## src/rtl/tod_pkg.sv

```systemverilog
package tod_pkg;
  localparam int SUB_LSB = 0;
  localparam int SUB_W   = 7;
  localparam int SEC_LSB = 8;
  localparam int SEC_W   = 6;
  localparam int MIN_LSB = 16;
  localparam int MIN_W   = 6;
  localparam int HR_LSB  = 24;
  localparam int HR_W    = 8;
  localparam int WORD_W  = 32;

  localparam logic [SUB_W-1:0] SUB_LAST   = 7'd127;
  localparam logic [SEC_W-1:0] SEC_LAST   = 6'd59;
  localparam logic [MIN_W-1:0] MIN_LAST   = 6'd59;
  localparam logic [HR_W-1:0]  HR_LAST24  = 8'd23;
  localparam logic [HR_W-1:0]  HR_LASTEXT = 8'd255;

  function automatic logic [WORD_W-1:0] field_mask();
    logic [WORD_W-1:0] m;
    m = '0;
    m[SUB_LSB +: SUB_W] = '1;
    m[SEC_LSB +: SEC_W] = '1;
    m[MIN_LSB +: MIN_W] = '1;
    m[HR_LSB  +: HR_W]  = '1;
    return m;
  endfunction
endpackage

```

## src/rtl/tod_rst_sync.sv

```systemverilog
module tod_rst_sync (
  input  logic clk_i,
  input  logic rst_n_i,
  output logic rst_n_o
);
  logic [1:0] sync_q;

  always_ff @(posedge clk_i or negedge rst_n_i) begin
    if (!rst_n_i) sync_q <= 2'b00;
    else          sync_q <= {sync_q[0], 1'b1};
  end

  assign rst_n_o = sync_q[1];
endmodule

```

## src/rtl/tod_prescaler.sv

```systemverilog
module tod_prescaler #(
  parameter int DIV_W = 8
) (
  input  logic clk_i,
  input  logic rst_n_i,
  input  logic tick_i,
  input  logic enable_i,
  input  logic clr_i,
  output logic step_o
);
  logic [DIV_W-1:0] cnt_q, cnt_d;
  logic             adv;

  assign adv    = tick_i & enable_i;
  assign step_o = adv & (cnt_q == {DIV_W{1'b1}}) & ~clr_i;

  always_comb begin
    cnt_d = cnt_q;
    if (clr_i)    cnt_d = '0;
    else if (adv) cnt_d = cnt_q + {{(DIV_W-1){1'b0}}, 1'b1};
  end

  always_ff @(posedge clk_i or negedge rst_n_i) begin
    if (!rst_n_i) cnt_q <= '0;
    else          cnt_q <= cnt_d;
  end

  // phase frozen while disabled
  p_phase_hold_r9: assert property (@(posedge clk_i) disable iff (!rst_n_i)
    (!enable_i && !clr_i) |=> $stable(cnt_q));
endmodule

```

## src/rtl/tod_field.sv

```systemverilog
module tod_field #(
  parameter int W = 6
) (
  input  logic         clk_i,
  input  logic         rst_n_i,
  input  logic         inc_i,
  input  logic         ld_i,
  input  logic [W-1:0] ld_val_i,
  input  logic [W-1:0] last_i,
  output logic [W-1:0] q_o,
  output logic         carry_o
);
  logic [W-1:0] q_q, q_d;
  logic         at_end;

  assign at_end  = (q_q >= last_i);
  assign carry_o = inc_i & ~ld_i & at_end;

  always_comb begin
    q_d = q_q;
    if (ld_i)        q_d = ld_val_i;
    else if (inc_i)  q_d = at_end ? '0 : q_q + {{(W-1){1'b0}}, 1'b1};
  end

  always_ff @(posedge clk_i or negedge rst_n_i) begin
    if (!rst_n_i) q_q <= '0;
    else          q_q <= q_d;
  end

  assign q_o = q_q;

  // in-range field steps by one
  p_field_step_r4: assert property (@(posedge clk_i) disable iff (!rst_n_i)
    (inc_i && !ld_i && (q_q < last_i)) |=> (q_q == $past(q_q) + 1'b1));
  // at or beyond the last legal value the field returns to zero
  p_field_clamp_r10: assert property (@(posedge clk_i) disable iff (!rst_n_i)
    (inc_i && !ld_i && (q_q >= last_i)) |=> (q_q == '0));
endmodule

```

## src/rtl/tod_counter.sv

```systemverilog
module tod_counter
  import tod_pkg::*;
#(
  parameter int DIV_W = 8
) (
  input  logic              clk_i,
  input  logic              rst_n_i,
  input  logic              tick_i,
  input  logic              enable_i,
  input  logic              hr_ext_i,
  input  logic              load_i,
  input  logic [WORD_W-1:0] load_val_i,
  output logic [WORD_W-1:0] time_o,
  output logic              sec_pulse_o,
  output logic              hr_wrap_o
);
  localparam logic [WORD_W-1:0] KEEP = field_mask();

  logic             rst_n;
  logic             step;
  logic [SUB_W-1:0] sub_q;
  logic [SEC_W-1:0] sec_q;
  logic [MIN_W-1:0] min_q;
  logic [HR_W-1:0]  hr_q;
  logic             sub_cy, sec_cy, min_cy, hr_cy;
  logic [HR_W-1:0]  hr_last;
  logic             sec_pulse_q, sec_pulse_d;
  logic             hr_wrap_q, hr_wrap_d;

  tod_rst_sync u_rst (.clk_i(clk_i), .rst_n_i(rst_n_i), .rst_n_o(rst_n));

  tod_prescaler #(.DIV_W(DIV_W)) u_pre (
    .clk_i(clk_i), .rst_n_i(rst_n), .tick_i(tick_i), .enable_i(enable_i),
    .clr_i(load_i), .step_o(step)
  );

  assign hr_last = hr_ext_i ? HR_LASTEXT : HR_LAST24;

  tod_field #(.W(SUB_W)) u_sub (
    .clk_i(clk_i), .rst_n_i(rst_n), .inc_i(step), .ld_i(load_i),
    .ld_val_i(load_val_i[SUB_LSB +: SUB_W]), .last_i(SUB_LAST),
    .q_o(sub_q), .carry_o(sub_cy)
  );
  tod_field #(.W(SEC_W)) u_sec (
    .clk_i(clk_i), .rst_n_i(rst_n), .inc_i(sub_cy), .ld_i(load_i),
    .ld_val_i(load_val_i[SEC_LSB +: SEC_W]), .last_i(SEC_LAST),
    .q_o(sec_q), .carry_o(sec_cy)
  );
  tod_field #(.W(MIN_W)) u_min (
    .clk_i(clk_i), .rst_n_i(rst_n), .inc_i(sec_cy), .ld_i(load_i),
    .ld_val_i(load_val_i[MIN_LSB +: MIN_W]), .last_i(MIN_LAST),
    .q_o(min_q), .carry_o(min_cy)
  );
  tod_field #(.W(HR_W)) u_hr (
    .clk_i(clk_i), .rst_n_i(rst_n), .inc_i(min_cy), .ld_i(load_i),
    .ld_val_i(load_val_i[HR_LSB +: HR_W]), .last_i(hr_last),
    .q_o(hr_q), .carry_o(hr_cy)
  );

  always_comb begin
    sec_pulse_d = sub_cy;
    hr_wrap_d   = hr_cy;
  end

  always_ff @(posedge clk_i or negedge rst_n) begin
    if (!rst_n) begin
      sec_pulse_q <= 1'b0;
      hr_wrap_q   <= 1'b0;
    end else begin
      sec_pulse_q <= sec_pulse_d;
      hr_wrap_q   <= hr_wrap_d;
    end
  end

  always_comb begin
    time_o = '0;
    time_o[SUB_LSB +: SUB_W] = sub_q;
    time_o[SEC_LSB +: SEC_W] = sec_q;
    time_o[MIN_LSB +: MIN_W] = min_q;
    time_o[HR_LSB  +: HR_W]  = hr_q;
  end

  assign sec_pulse_o = sec_pulse_q;
  assign hr_wrap_o   = hr_wrap_q;

  // spare bits never set
  p_rsv_zero_r8: assert property (@(posedge clk_i) disable iff (!rst_n)
    (time_o & ~KEEP) == '0);
  // load lands on the next edge
  p_load_r7: assert property (@(posedge clk_i) disable iff (!rst_n)
    load_i |=> (time_o == ($past(load_val_i) & KEEP)));
  // a seconds pulse coincides with a fresh sub-second zero and is one cycle long
  p_sec_pulse_r3: assert property (@(posedge clk_i) disable iff (!rst_n)
    sec_pulse_o |-> (time_o[SUB_LSB +: SUB_W] == '0));
  // a wrap pulse comes with all upper fields at zero
  p_hr_wrap_r5: assert property (@(posedge clk_i) disable iff (!rst_n)
    hr_wrap_o |-> (sec_pulse_o && time_o == '0));
  // disabled and not loading means frozen
  p_hold_r9: assert property (@(posedge clk_i) disable iff (!rst_n)
    (!enable_i && !load_i) |=> $stable(time_o));
endmodule

```

## config.mk

```make
export PLATFORM = sky130hd
export DESIGN_NAME = tod_counter
export DESIGN_NICKNAME = d
export VERILOG_FILES = /design/src/rtl/tod_pkg.sv /design/src/rtl/tod_rst_sync.sv /design/src/rtl/tod_prescaler.sv /design/src/rtl/tod_field.sv /design/src/rtl/tod_counter.sv
export SDC_FILE = /design/constraint.sdc
export NUM_CORES = 1
export LEC_CHECK = 0
export BUFFER_PORTS_ARGS = -buffer_cell sky130_fd_sc_hd__buf_2
export CORE_MARGIN = 5
export CORE_UTILIZATION = 55
export DETAILED_ROUTE_END_ITERATION = 16
export GPL_TIMING_DRIVEN = 0
export HOLD_SLACK_MARGIN = 0.03
export PLACE_DENSITY_LB_ADDON = 0.1
export SYNTH_ARGS = -nofsm -noshare
export SYNTH_HDL_FRONTEND = slang
export SYNTH_HIERARCHICAL = 1
export SYNTH_SLANG_ARGS = --single-unit
```

## constraint.sdc

```tcl
create_clock -name clk_i -period 2.3 [get_ports clk_i]
set_clock_uncertainty 0.15 [all_clocks]
set_input_delay 0.115 -clock clk_i [delete_from_list [all_inputs] [get_ports clk_i]]
set_output_delay 0.115 -clock clk_i [all_outputs]
set_load 0.03 [all_outputs]
```

==> results.sh, run 1 <==
export IMPL_n_fill_cell=290
export IMPL_synth_top_cell_by_area="dfrtp_1"
export IMPL_cp_start_kind="register"
export IMPL_die_height_um=82.1
export IMPL_slew_headroom_pct=45.4
export IMPL_gp_congestion=0.767
export IMPL_cts_max_path_buffers=2
export IMPL_clock_sinks=39
export IMPL_grt_usage_pct=24.6
export IMPL_synth_area_top_cells="dfrtp_1 (34%), ha_1 (14%), a21oi_1 (4.9%), inv_1 (4.9%), a221o_1 (4.6%)"
export IMPL_io_buffers=61
export IMPL_grt_overflow=0
export IMPL_status="finished with violations"
export IMPL_ios=72
export IMPL_antenna_found_initial=0
export IMPL_dp_slack_ps=-709
export IMPL_seqPwrFrac_pct=40.5
export IMPL_clk_pin_slew_worst_paths_ps=80
export IMPL_period_minus_slack_ps=2700
export IMPL_worstPathCellList="ha_2 > nand4_1 > buf_4 > buf_4 > buf_6 > buf_6 > buf_6 > buf_6 > buf_6 > buf_6 > buf_6 > buf_6 > buf_6 > or3_1 > a21oi_1"
export IMPL_total_leakage_power_nw=2.19
export IMPL_nets=545
export IMPL_fin_cells=546
export IMPL_cp_common_cell="buf_6"
export IMPL_timing_max_cap_violations=0
export IMPL_wl_per_cell_um=15.0
export IMPL_synth_distinct_cells=51
export IMPL_hold_viol=0
export IMPL_tritoncts="done"
export IMPL_syn_mean_instance_area_sq_um=9.16
export IMPL_drc=0
export IMPL_fin_ws_ps=-396
export IMPL_min_path_type="in -> reg"
export IMPL_crit_arrival_ps=2750
export IMPL_fin_crit_sh_pct=117
export IMPL_critical_path_max_stage_delay_ps=370
export IMPL_htreeDepth=2
export IMPL_power_density_mw_per_mm2=464
export IMPL_synthSimpleGateAreaFrac_pct=17.9
export IMPL_ant_nets=0
export IMPL_synth_area_sq_mm=0.00286
export IMPL_ys_ff_latch=39
export IMPL_clk_insertion_delay_late_ps=290
export IMPL_grt_max_degree=38
export IMPL_die_area_sq_mm=0.00674
export IMPL_area_growth_pct=52.1
export IMPL_violations="setup timing"
export IMPL_layout_drive_gt1_share_pct=38.2
export IMPL_synth_top_area_share_pct=34.2
export IMPL_critical_path_slowest_cell="dfrtp_1"
export IMPL_comb_power_share_pct=31.2
export IMPL_cts_buffers=5
export IMPL_rows=26
export IMPL_grt_pass1_wl_um=12800
export IMPL_firstDrtPassIters=4
export IMPL_coreArea_sq_mm=0.00507
export IMPL_finalSetupViolCount=17
export IMPL_fmax_mhz=371
export IMPL_crit_fanout=2
export IMPL_end_kind="register"
export IMPL_worst_slew_pin_slew_ps=819
export IMPL_synthAdderAreaFrac_pct=14.0
export IMPL_viasPerCell=5.45
export IMPL_antenna_cells=0
export IMPL_ys_warnings_count=6
export IMPL_vias=2978
export IMPL_cts_root_buf="clkbuf_8"
export IMPL_power_switching_uw=679
export IMPL_routed_wl_um=8210
export IMPL_p_int_mw=1.34
export IMPL_critPathRequiredTime_ps=2360
export IMPL_final_max_slew_viol_count=0
export IMPL_p_sw_share_pct=33.7
export IMPL_start_util_pct=56.3
export IMPL_grt_pass1_vias=2951
export IMPL_synth_compound_area_share_pct=23.4
export IMPL_rsz0062_at_grt="true"
export IMPL_die_width_um=82.1
export IMPL_synth_xor_area_share_pct=1.23
export IMPL_irDropWorstVdd_mv=0.369
export IMPL_dp_hpwl_um=4770
export IMPL_synth_edf_count=0
export IMPL_dp_cells=469
export IMPL_syn_inst=312
export IMPL_synthFlopType="dfrtp_1"
export IMPL_drtIter0Drc=132
export IMPL_synthArstFlopShare_pct=100
export IMPL_p_clk_share_pct=28.4
export IMPL_synth_top_family_by_area="compound AO/OA/AOI/OAI gates"
export IMPL_synthMuxAreaShare_pct=1.49
export IMPL_ys_seq_area_share_pct=34.2
export IMPL_critPathKind="reg -> reg"
-- cell usage after synthesis, types with 2 or more instances --
library cell,instances
nand2b_1,5
a21oi_1,28
dfrtp_1,39
xor2_1,2
mux2_2,2
clkbuf_1,5
or3_1,2
or4_1,2
o31ai_1,3
o2111ai_1,2
o221ai_1,2
a211oi_1,3
mux2i_1,2
nand3_1,12
o21ai_1,4
o21a_1,4
o21bai_4,2
a21o_1,5
nor2_1,13
or2_2,6
conb_1,3
o21ai_0,8
nand2_1,16
a221o_1,13
o22ai_1,7
nor3b_2,3
xnor2_1,2
a22oi_1,4
ha_1,32
nor3b_1,6
a21oi_2,2
and3_1,9
buf_4,5
inv_1,37
nand4_1,6
-- cells by family after synthesis --
logic type | after synthesis
AOI/OAI and AO/OA | 93
xor gates and xnor gates | 4
adders and majority gates | 32
buffers and inverters | 49
DFF | 39
muxes | 4
other | 3
and+or+nand+nor | 88
-- per-stage QoR --
step                utilization (%)  power (mW)  hold WS, ps  cell area, sq um  setup TNS, ps
finish                         85.7        2.02         72.7              4350          -3910
global route                   85.7        2.13          116              4350          -6310
global placement               67.8        1.32         -249              3440          -3570
CTS                            81.0        1.96         47.6              4110          -2560
floorplan                         -        1.19         -331              3050          -1220
detailed placement             67.9        1.33         -249              3440          -4480
-- registers in the layout, indices dropped and copies added (netlist names) --
signal / count
u_sec/q_o: 6
sec_pulse_o: 1
u_hr/q_o: 8
u_pre/cnt_q: 8
u_min/q_o: 6
u_sub/q_o: 7
u_rst/sync_q: 2
hr_wrap_o: 1
-- path summary, 6_finish.rpt --
path	start	endpoint	slack (ps)	depth (start not counted)
worst min register to register	u_rst/sync_q[1]	u_pre/cnt_q[1]	220	0
worst max-delay path	u_pre/cnt_q[1]	u_pre/cnt_q[4]	-400	15
min in group asynchronous	u_rst/sync_q[1]	u_pre/cnt_q[1]	220	0
worst max register to register	u_pre/cnt_q[1]	u_pre/cnt_q[4]	-400	15
worst min-delay path	tick_i	u_pre/cnt_q[1]	70	4
max in group asynchronous	u_rst/sync_q[1]	u_sub/q_o[5]	1200	0
-- layer usage --
layer	GRT usage (%)	vias up	part of all wire, %
li1	-	1438	-
met1	28.7	1434	41
met2	44.3	92	52
met3	3.73	14	4.9
met4	11.1	0	2.0
met5	0	-	0
-- power by group through the flow --
stage / Clock, mW / Combinational, mW / Sequential [mW]
after floorplan: 0 / 0.290 / 0.900
after global placement: 0 / 0.489 / 0.831
after detailed placement: 0 / 0.499 / 0.834
after CTS: 0.578 / 0.566 / 0.818
after global routing: 0.610 / 0.692 / 0.828
final: 0.572 / 0.628 / 0.815
-- area by class of cell --
| cell class | instances | area (sq um) | area share (%) |
|---|---|---|---|
| Multi-Input combinational cell | 250 | 1980 | 45.5 |
| Sequential cell | 39 | 987 | 22.7 |
| Timing Repair Buffer | 131 | 976 | 22.5 |
| Inverter | 37 | 144 | 3.31 |
| Tap cell | 70 | 87.6 | 2.01 |
| Clock buffer | 7 | 76.3 | 1.76 |
| Buffer | 11 | 68.8 | 1.58 |
| Clock inverter | 1 | 30.0 | 0.691 |
-- placed cells by master (no fill, tap or decap), types with 6 or more instances in the layout --
cell type	synthesis	layout
a21oi_1	28	19
a21oi_2	2	10
a221o_1	13	13
and3_1	9	6
buf_2	1	63
buf_4	5	29
buf_6	1	13
clkbuf_1	5	6
conb_1	3	29
dfrtp_1	39	30
dfrtp_2	0	9
dlygate4sd3_1	0	31
ha_1	32	28
inv_1	37	34
nand2_1	16	15
nand3_1	12	12
nand4_1	6	6
nor2_1	13	9
or2_2	6	6
-- worst max-delay path: cells and delay by family, from the launching register on --
family	cells	cell delay [ps]
AO/OA/AOI/OAI	1	160
adder cells (fa/ha/maj)	1	180
buffers and inverters	11	1240
flip-flops	1	370
AND/OR/NAND/NOR	2	500
-- repair_timing --
action,CTS,global route
buffers inserted,26,13
setup endpoints to repair,17,24
cloned,0,2
hold endpoints to repair,30,0
gates resized for setup,23,24
hold buffers,31,0
pin swaps,12,13
Note: power is estimated with default switching activity, not from simulation.
==> inputs of run 2 (changes only) <==
--- a/config.mk
+++ b/config.mk
@@ -5,6 +5,7 @@
 export SDC_FILE = /design/constraint.sdc
 export NUM_CORES = 1
 export LEC_CHECK = 0
+export ABC_AREA = 1
 export BUFFER_PORTS_ARGS = -buffer_cell sky130_fd_sc_hd__buf_2
 export CORE_MARGIN = 5
 export CORE_UTILIZATION = 55
==> results.sh, run 2 <==
export IMPL_status="finished with violations"
export IMPL_violations="setup timing"
export IMPL_wl_per_cell_um=11.8
export IMPL_coreArea_sq_mm=0.00554
export IMPL_ys_warnings_count=6
export IMPL_synth_most_common_cell="nand2_1"
export IMPL_fmax_mhz=403
export IMPL_ys_ff_latch=39
export IMPL_fin_crit_sh_pct=108
export IMPL_firstDrtPassIters=4
export IMPL_min_path_type="in -> reg"
export IMPL_die_width_um=85.6
export IMPL_critical_path_top_delay_family="simple AND/OR/NAND/NOR gates"
export IMPL_yosys_top_cells_count="nand2_1 (117), inv_1 (72), dfrtp_1 (39)"
export IMPL_io_buffers=61
export IMPL_p_sw_share_pct=35.2
export IMPL_clk_insertion_delay_late_ps=280
export IMPL_antenna_cells=0
export IMPL_ios=72
export IMPL_power_switching_uw=683
export IMPL_irDropWorstVdd_mv=0.382
export IMPL_synth_area_sq_mm=0.00314
export IMPL_grt_max_degree=38
export IMPL_period_minus_slack_ps=2480
export IMPL_grt_pass1_vias=3062
export IMPL_hold_viol=0
export IMPL_final_max_slew_viol_count=0
export IMPL_critical_path_max_stage_delay_ps=380
export IMPL_cp_common_cell="nor2_4"
export IMPL_slew_headroom_pct=46.4
export IMPL_clock_sinks=39
export IMPL_seqPwrFrac_pct=42.2
export IMPL_fin_ws_ps=-181
export IMPL_layout_drive_gt1_share_pct=26.7
export IMPL_finalSetupViolCount=10
export IMPL_power_density_mw_per_mm2=452
export IMPL_critPathRequiredTime_ps=2320
export IMPL_viasPerCell=4.85
export IMPL_critical_path_slowest_cell="dfrtp_2"
export IMPL_syn_inst=432
export IMPL_comb_power_share_pct=31.7
export IMPL_cts_max_path_buffers=2
export IMPL_synthFlopType="dfrtp_1"
export IMPL_cp_start_kind="register"
export IMPL_synth_area_top_cells="dfrtp_1 (31%), nand2_1 (14%), ha_1 (13%), inv_1 (8.6%), a22oi_1 (5.5%)"
export IMPL_cts_root_buf="clkbuf_8"
export IMPL_synth_edf_count=0
export IMPL_grt_usage_pct=21.4
export IMPL_end_kind="register"
export IMPL_htreeDepth=2
export IMPL_grt_pass1_wl_um=13100
export IMPL_crit_fanout=7
export IMPL_nets=646
export IMPL_worst_slew_pin_slew_ps=804
export IMPL_worstPathCellList="inv_1 > ha_1 > nand2_1 > nor2_1 > nand3_1 > nand3_2 > nand2_2 > inv_2 > inv_2 > nor2_4 > and2_4 > inv_4 > nor2_4 > and2_4 > nor2_4 > buf_12 > a22oi_2 > nand2_1"
export IMPL_ant_nets=0
export IMPL_die_height_um=85.6
export IMPL_final_common_cell="nand2_1"
export IMPL_cts_buffers=5
export IMPL_ys_seq_area_share_pct=31.1
export IMPL_vias=3145
export IMPL_rows=27
export IMPL_gp_congestion=0.842
export IMPL_routed_wl_um=7690
export IMPL_timing_max_cap_violations=0
export IMPL_rsz0062_at_grt="true"
export IMPL_final_core_util_pct=77.6
export IMPL_crit_arrival_ps=2500
export IMPL_clk_pin_slew_worst_paths_ps=80
export IMPL_start_util_pct=56.7
export IMPL_drc=0
export IMPL_drtIter0Drc=138
export IMPL_die_area_sq_mm=0.00732
export IMPL_synth_top_cell_by_area="dfrtp_1"
export IMPL_dp_slack_ps=-449
export IMPL_synth_distinct_cells=32
export IMPL_total_leakage_power_nw=2.43
export IMPL_p_int_mw=1.26
export IMPL_tritoncts="done"
export IMPL_layout_common_cells="nand2_1 (113), inv_1 (66), buf_2 (62), dfrtp_1 (34), ha_1 (31)"
export IMPL_p_clk_share_pct=26.1
export IMPL_synthArstFlopShare_pct=100
export IMPL_area_growth_pct=37.0
export IMPL_syn_mean_instance_area_sq_um=7.27
export IMPL_antenna_found_initial=0
export IMPL_critPathKind="reg -> reg"
export IMPL_worst_path_buf_inv=5
export IMPL_synth_top_area_share_pct=31.1
export IMPL_dp_hpwl_um=5290
export IMPL_grt_overflow=0
-- run 2: final cells by class --
class	count	area (sq um)
sequential	39	982
inverter	77	297
fill	416	1240
buffer	11	92.6
tap	72	90.1
multi-input combinational	332	1980
clock buffer	8	100
timing repair buffer	110	758
-- run 2: power groups by stage --
stage          logic [mW]  registers, mW  clock network [mW]
3_5_place_dp        0.530          0.834                   0
6_report            0.616          0.819               0.506
4_1_cts             0.576          0.820               0.517
5_1_grt             0.691          0.832               0.555
2_1_floorplan       0.312          0.898                   0
3_3_place_gp        0.517          0.832                   0
-- run 2: cell families after synthesis --
| kind of cell | synth area share (%) |
|---|---|
| simple gates | 29.2 |
| buf+inv | 12.2 |
| xor+xnor | 2.51 |
| other cells | 0.359 |
| fa+ha+maj | 12.8 |
| compound gates | 11.9 |
| flops | 31.1 |
-- run 2: metrics by stage --
stage	hold slack [ps]	instance area [sq um]	total power [mW]	TNS, ps	instances
final	56.1	4300	1.94	-1170	649
after floorplan	-331	3270	1.21	-1050	458
after global placement	-248	3670	1.35	-4300	591
after global routing	104	4300	2.08	-2930	649
after CTS	54.5	4130	1.91	-1860	636
after detailed placement	-248	3670	1.36	-4910	591
-- run 2: repair_timing --
action                     CTS  global route
hold endpoints to repair    29             0
pin swaps                   11            19
setup endpoints to repair   15            15
hold buffers                29             0
cloned                       1             0
gates resized for setup      6            16
buffers inserted             7            13
-- run 2: per-layer routing --
metal	vias up	share of wire (%)	global-route usage [%]
li1	1635	-	-
met1	1434	45	28.3
met2	72	49	36.6
met3	4	5.2	3.07
met4	0	0.64	5.61
met5	-	0	0
-- run 2: path summary, 6_finish.rpt --
kind	cells past startpoint	slack, ps	startpoint	endpoint
max	18	-180	u_sub/q_o[0]	u_hr/q_o[0]
min	4	60	enable_i	u_pre/cnt_q[1]
max reg2reg	18	-180	u_sub/q_o[0]	u_hr/q_o[0]
min reg2reg	0	210	u_rst/sync_q[1]	u_sub/q_o[3]
max in group asynchronous	0	1230	u_rst/sync_q[1]	u_sub/q_o[5]
min in group asynchronous	0	210	u_rst/sync_q[1]	u_sub/q_o[3]
-- run 2: worst min-delay path: stages --
cell,delay [ps]
buf_2,80
nand2_2,110
nand3_1,100
nand2_1,50
==> inputs of run 3 (changes only) <==
--- a/config.mk
+++ b/config.mk
@@ -5,7 +5,6 @@
 export SDC_FILE = /design/constraint.sdc
 export NUM_CORES = 1
 export LEC_CHECK = 0
-export ABC_AREA = 1
 export BUFFER_PORTS_ARGS = -buffer_cell sky130_fd_sc_hd__buf_2
 export CORE_MARGIN = 5
 export CORE_UTILIZATION = 55
@@ -13,6 +12,7 @@
 export GPL_TIMING_DRIVEN = 0
 export HOLD_SLACK_MARGIN = 0.03
 export PLACE_DENSITY_LB_ADDON = 0.1
+export SKIP_LAST_GASP = 1
 export SYNTH_ARGS = -nofsm -noshare
 export SYNTH_HDL_FRONTEND = slang
 export SYNTH_HIERARCHICAL = 1
==> results.sh, run 3 (synthesized netlist as in run 1, its figures left out) <==
export IMPL_ios=72
export IMPL_tritoncts="done"
export IMPL_final_core_util_pct=82.8
export IMPL_fmax_mhz=368
export IMPL_slew_headroom_pct=43.4
export IMPL_coreArea_sq_mm=0.00507
export IMPL_dp_cells=469
export IMPL_min_path_type="in -> reg"
export IMPL_rsz0062_at_grt="true"
export IMPL_antenna_found_initial=0
export IMPL_total_leakage_power_nw=2.11
export IMPL_routed_wl_um=8190
export IMPL_rows=26
export IMPL_total_power_mw=1.99
export IMPL_nets=531
export IMPL_period_minus_slack_ps=2720
export IMPL_grt_overflow=0
export IMPL_antenna_cells=0
export IMPL_worst_slew_pin_slew_ps=849
export IMPL_wl_per_cell_um=15.4
export IMPL_viasPerCell=5.48
export IMPL_dp_hpwl_um=4770
export IMPL_cts_buffers=5
export IMPL_ant_nets=0
export IMPL_final_common_cell="buf_2"
export IMPL_final_max_slew_viol_count=0
export IMPL_vias=2917
export IMPL_fin_cells=532
export IMPL_firstDrtPassIters=4
export IMPL_violations="setup timing"
export IMPL_gp_congestion=0.767
export IMPL_die_height_um=82.1
export IMPL_critPathRequiredTime_ps=2370
export IMPL_timing_max_cap_violations=0
export IMPL_grt_usage_pct=25.0
export IMPL_clk_insertion_delay_late_ps=290
export IMPL_cts_max_path_buffers=2
export IMPL_r2r_slack_ps=-420
export IMPL_drc=0
export IMPL_start_util_pct=56.3
export IMPL_layout_common_cells="buf_2 (62), inv_1 (34), dlygate4sd3_1 (31), dfrtp_1 (31)"
export IMPL_clk_pin_slew_worst_paths_ps=80
export IMPL_die_width_um=82.1
export IMPL_htreeDepth=2
export IMPL_clock_sinks=39
export IMPL_grt_pass1_wl_um=13000
export IMPL_status="finished with violations"
export IMPL_area_growth_pct=47.1
export IMPL_cts_root_buf="clkbuf_8"
export IMPL_worstPathCellList="ha_2 > nand4_1 > nor2_2 > and3_4 > nand2b_4 > nor2_4 > and3_4 > and3_4 > inv_6 > or4b_4 > a21o_1 > a2bb2oi_2"
export IMPL_drtIter0Drc=119
export IMPL_grt_pass1_vias=2956
export IMPL_cp_start_kind="register"
export IMPL_grt_max_degree=38
export IMPL_die_area_sq_mm=0.00674
export IMPL_hold_viol=0
export IMPL_cp_common_cell="and3_4"
export IMPL_finalSetupViolCount=19
export IMPL_crit_arrival_ps=2790
export IMPL_power_density_mw_per_mm2=472
export IMPL_layout_drive_gt1_share_pct=36.1
export IMPL_critical_path_slowest_cell="or4b_4"
export IMPL_place_area_sq_mm=0.00344
export IMPL_irDropWorstVdd_mv=0.387
export IMPL_critPathKind="reg -> reg"
export IMPL_fin_ws_ps=-415
export IMPL_n_fill_cell=329
export IMPL_finalInstanceArea_sq_mm=0.00420
export IMPL_io_buffers=61
export IMPL_critical_path_max_stage_delay_ps=490
export IMPL_fin_crit_sh_pct=118
export IMPL_crit_fanout=2
export IMPL_end_kind="register"
==> run 3: worst paths after layout <==
check / start / to / cells after the start
max: u_pre/cnt_q[0] / u_hr/q_o[7] / 12
min: enable_i / u_pre/cnt_q[0] / 4
max reg2reg: u_pre/cnt_q[0] / u_hr/q_o[7] / 12
min reg2reg: u_rst/sync_q[0] / u_rst/sync_q[1] / 0
max in group asynchronous: u_rst/sync_q[1] / u_sec/q_o[0] / 0
min in group asynchronous: u_rst/sync_q[1] / u_pre/cnt_q[2] / 0
==> run 3: metal layers <==
| layer | vias to the layer above | track usage [%] | share of wire [%] |
|---|---|---|---|
| met4 | 0 | 10.6 | 2.3 |
| met5 | - | 0 | 0 |
| met1 | 1404 | 29.3 | 41 |
| met3 | 17 | 5.37 | 4.8 |
| li1 | 1406 | - | - |
| met2 | 90 | 43.9 | 52 |
==> run 3: layout make-up <==
class	instances	area, sq um	share of cell area [%]
Buffer	11	68.8	1.64
Clock buffer	7	76.3	1.82
Clock inverter	1	30.0	0.714
Inverter	37	144	3.42
Multi-Input combinational cell	250	1970	46.9
Sequential cell	39	986	23.5
Tap cell	70	87.6	2.08
Timing Repair Buffer	117	840	20.0
==> run 3: power breakdown <==
| part | internal, mW | switching [mW] |
|---|---|---|
| combinational | 0.260 | 0.338 |
| sequential | 0.734 | 0.0878 |
| clock | 0.325 | 0.241 |
| total | 1.32 | 0.667 |
==> run 3: timing repair <==
item,4_1_cts,5_1_grt
hold buffers,31,0
endpoints found under the hold margin,30,0
buffers inserted,26,3
setup endpoints to repair,17,27
gates resized for setup,14,25
pin swaps,12,15
gates cloned,0,2
==> run 3: through the flow <==
stage | TNS [ps] | hold slack (ps) | setup slack, ps
after floorplan | -1220 | -331 | -439
after global placement | -3570 | -249 | -669
after detailed placement | -4480 | -249 | -709
after CTS | -2700 | 47.6 | -337
after global routing | -6790 | 131 | -540
final | -3800 | 92.6 | -415
==> run 3: critical path, delay by kind of cell (launching register included) <==
family | cells | cell delay [ps]
and+or+nand+nor | 8 | 1620
DFF | 1 | 360
AOI/OAI and AO/OA | 2 | 300
adders and majority gates | 1 | 180
buffers and inverters | 1 | 30
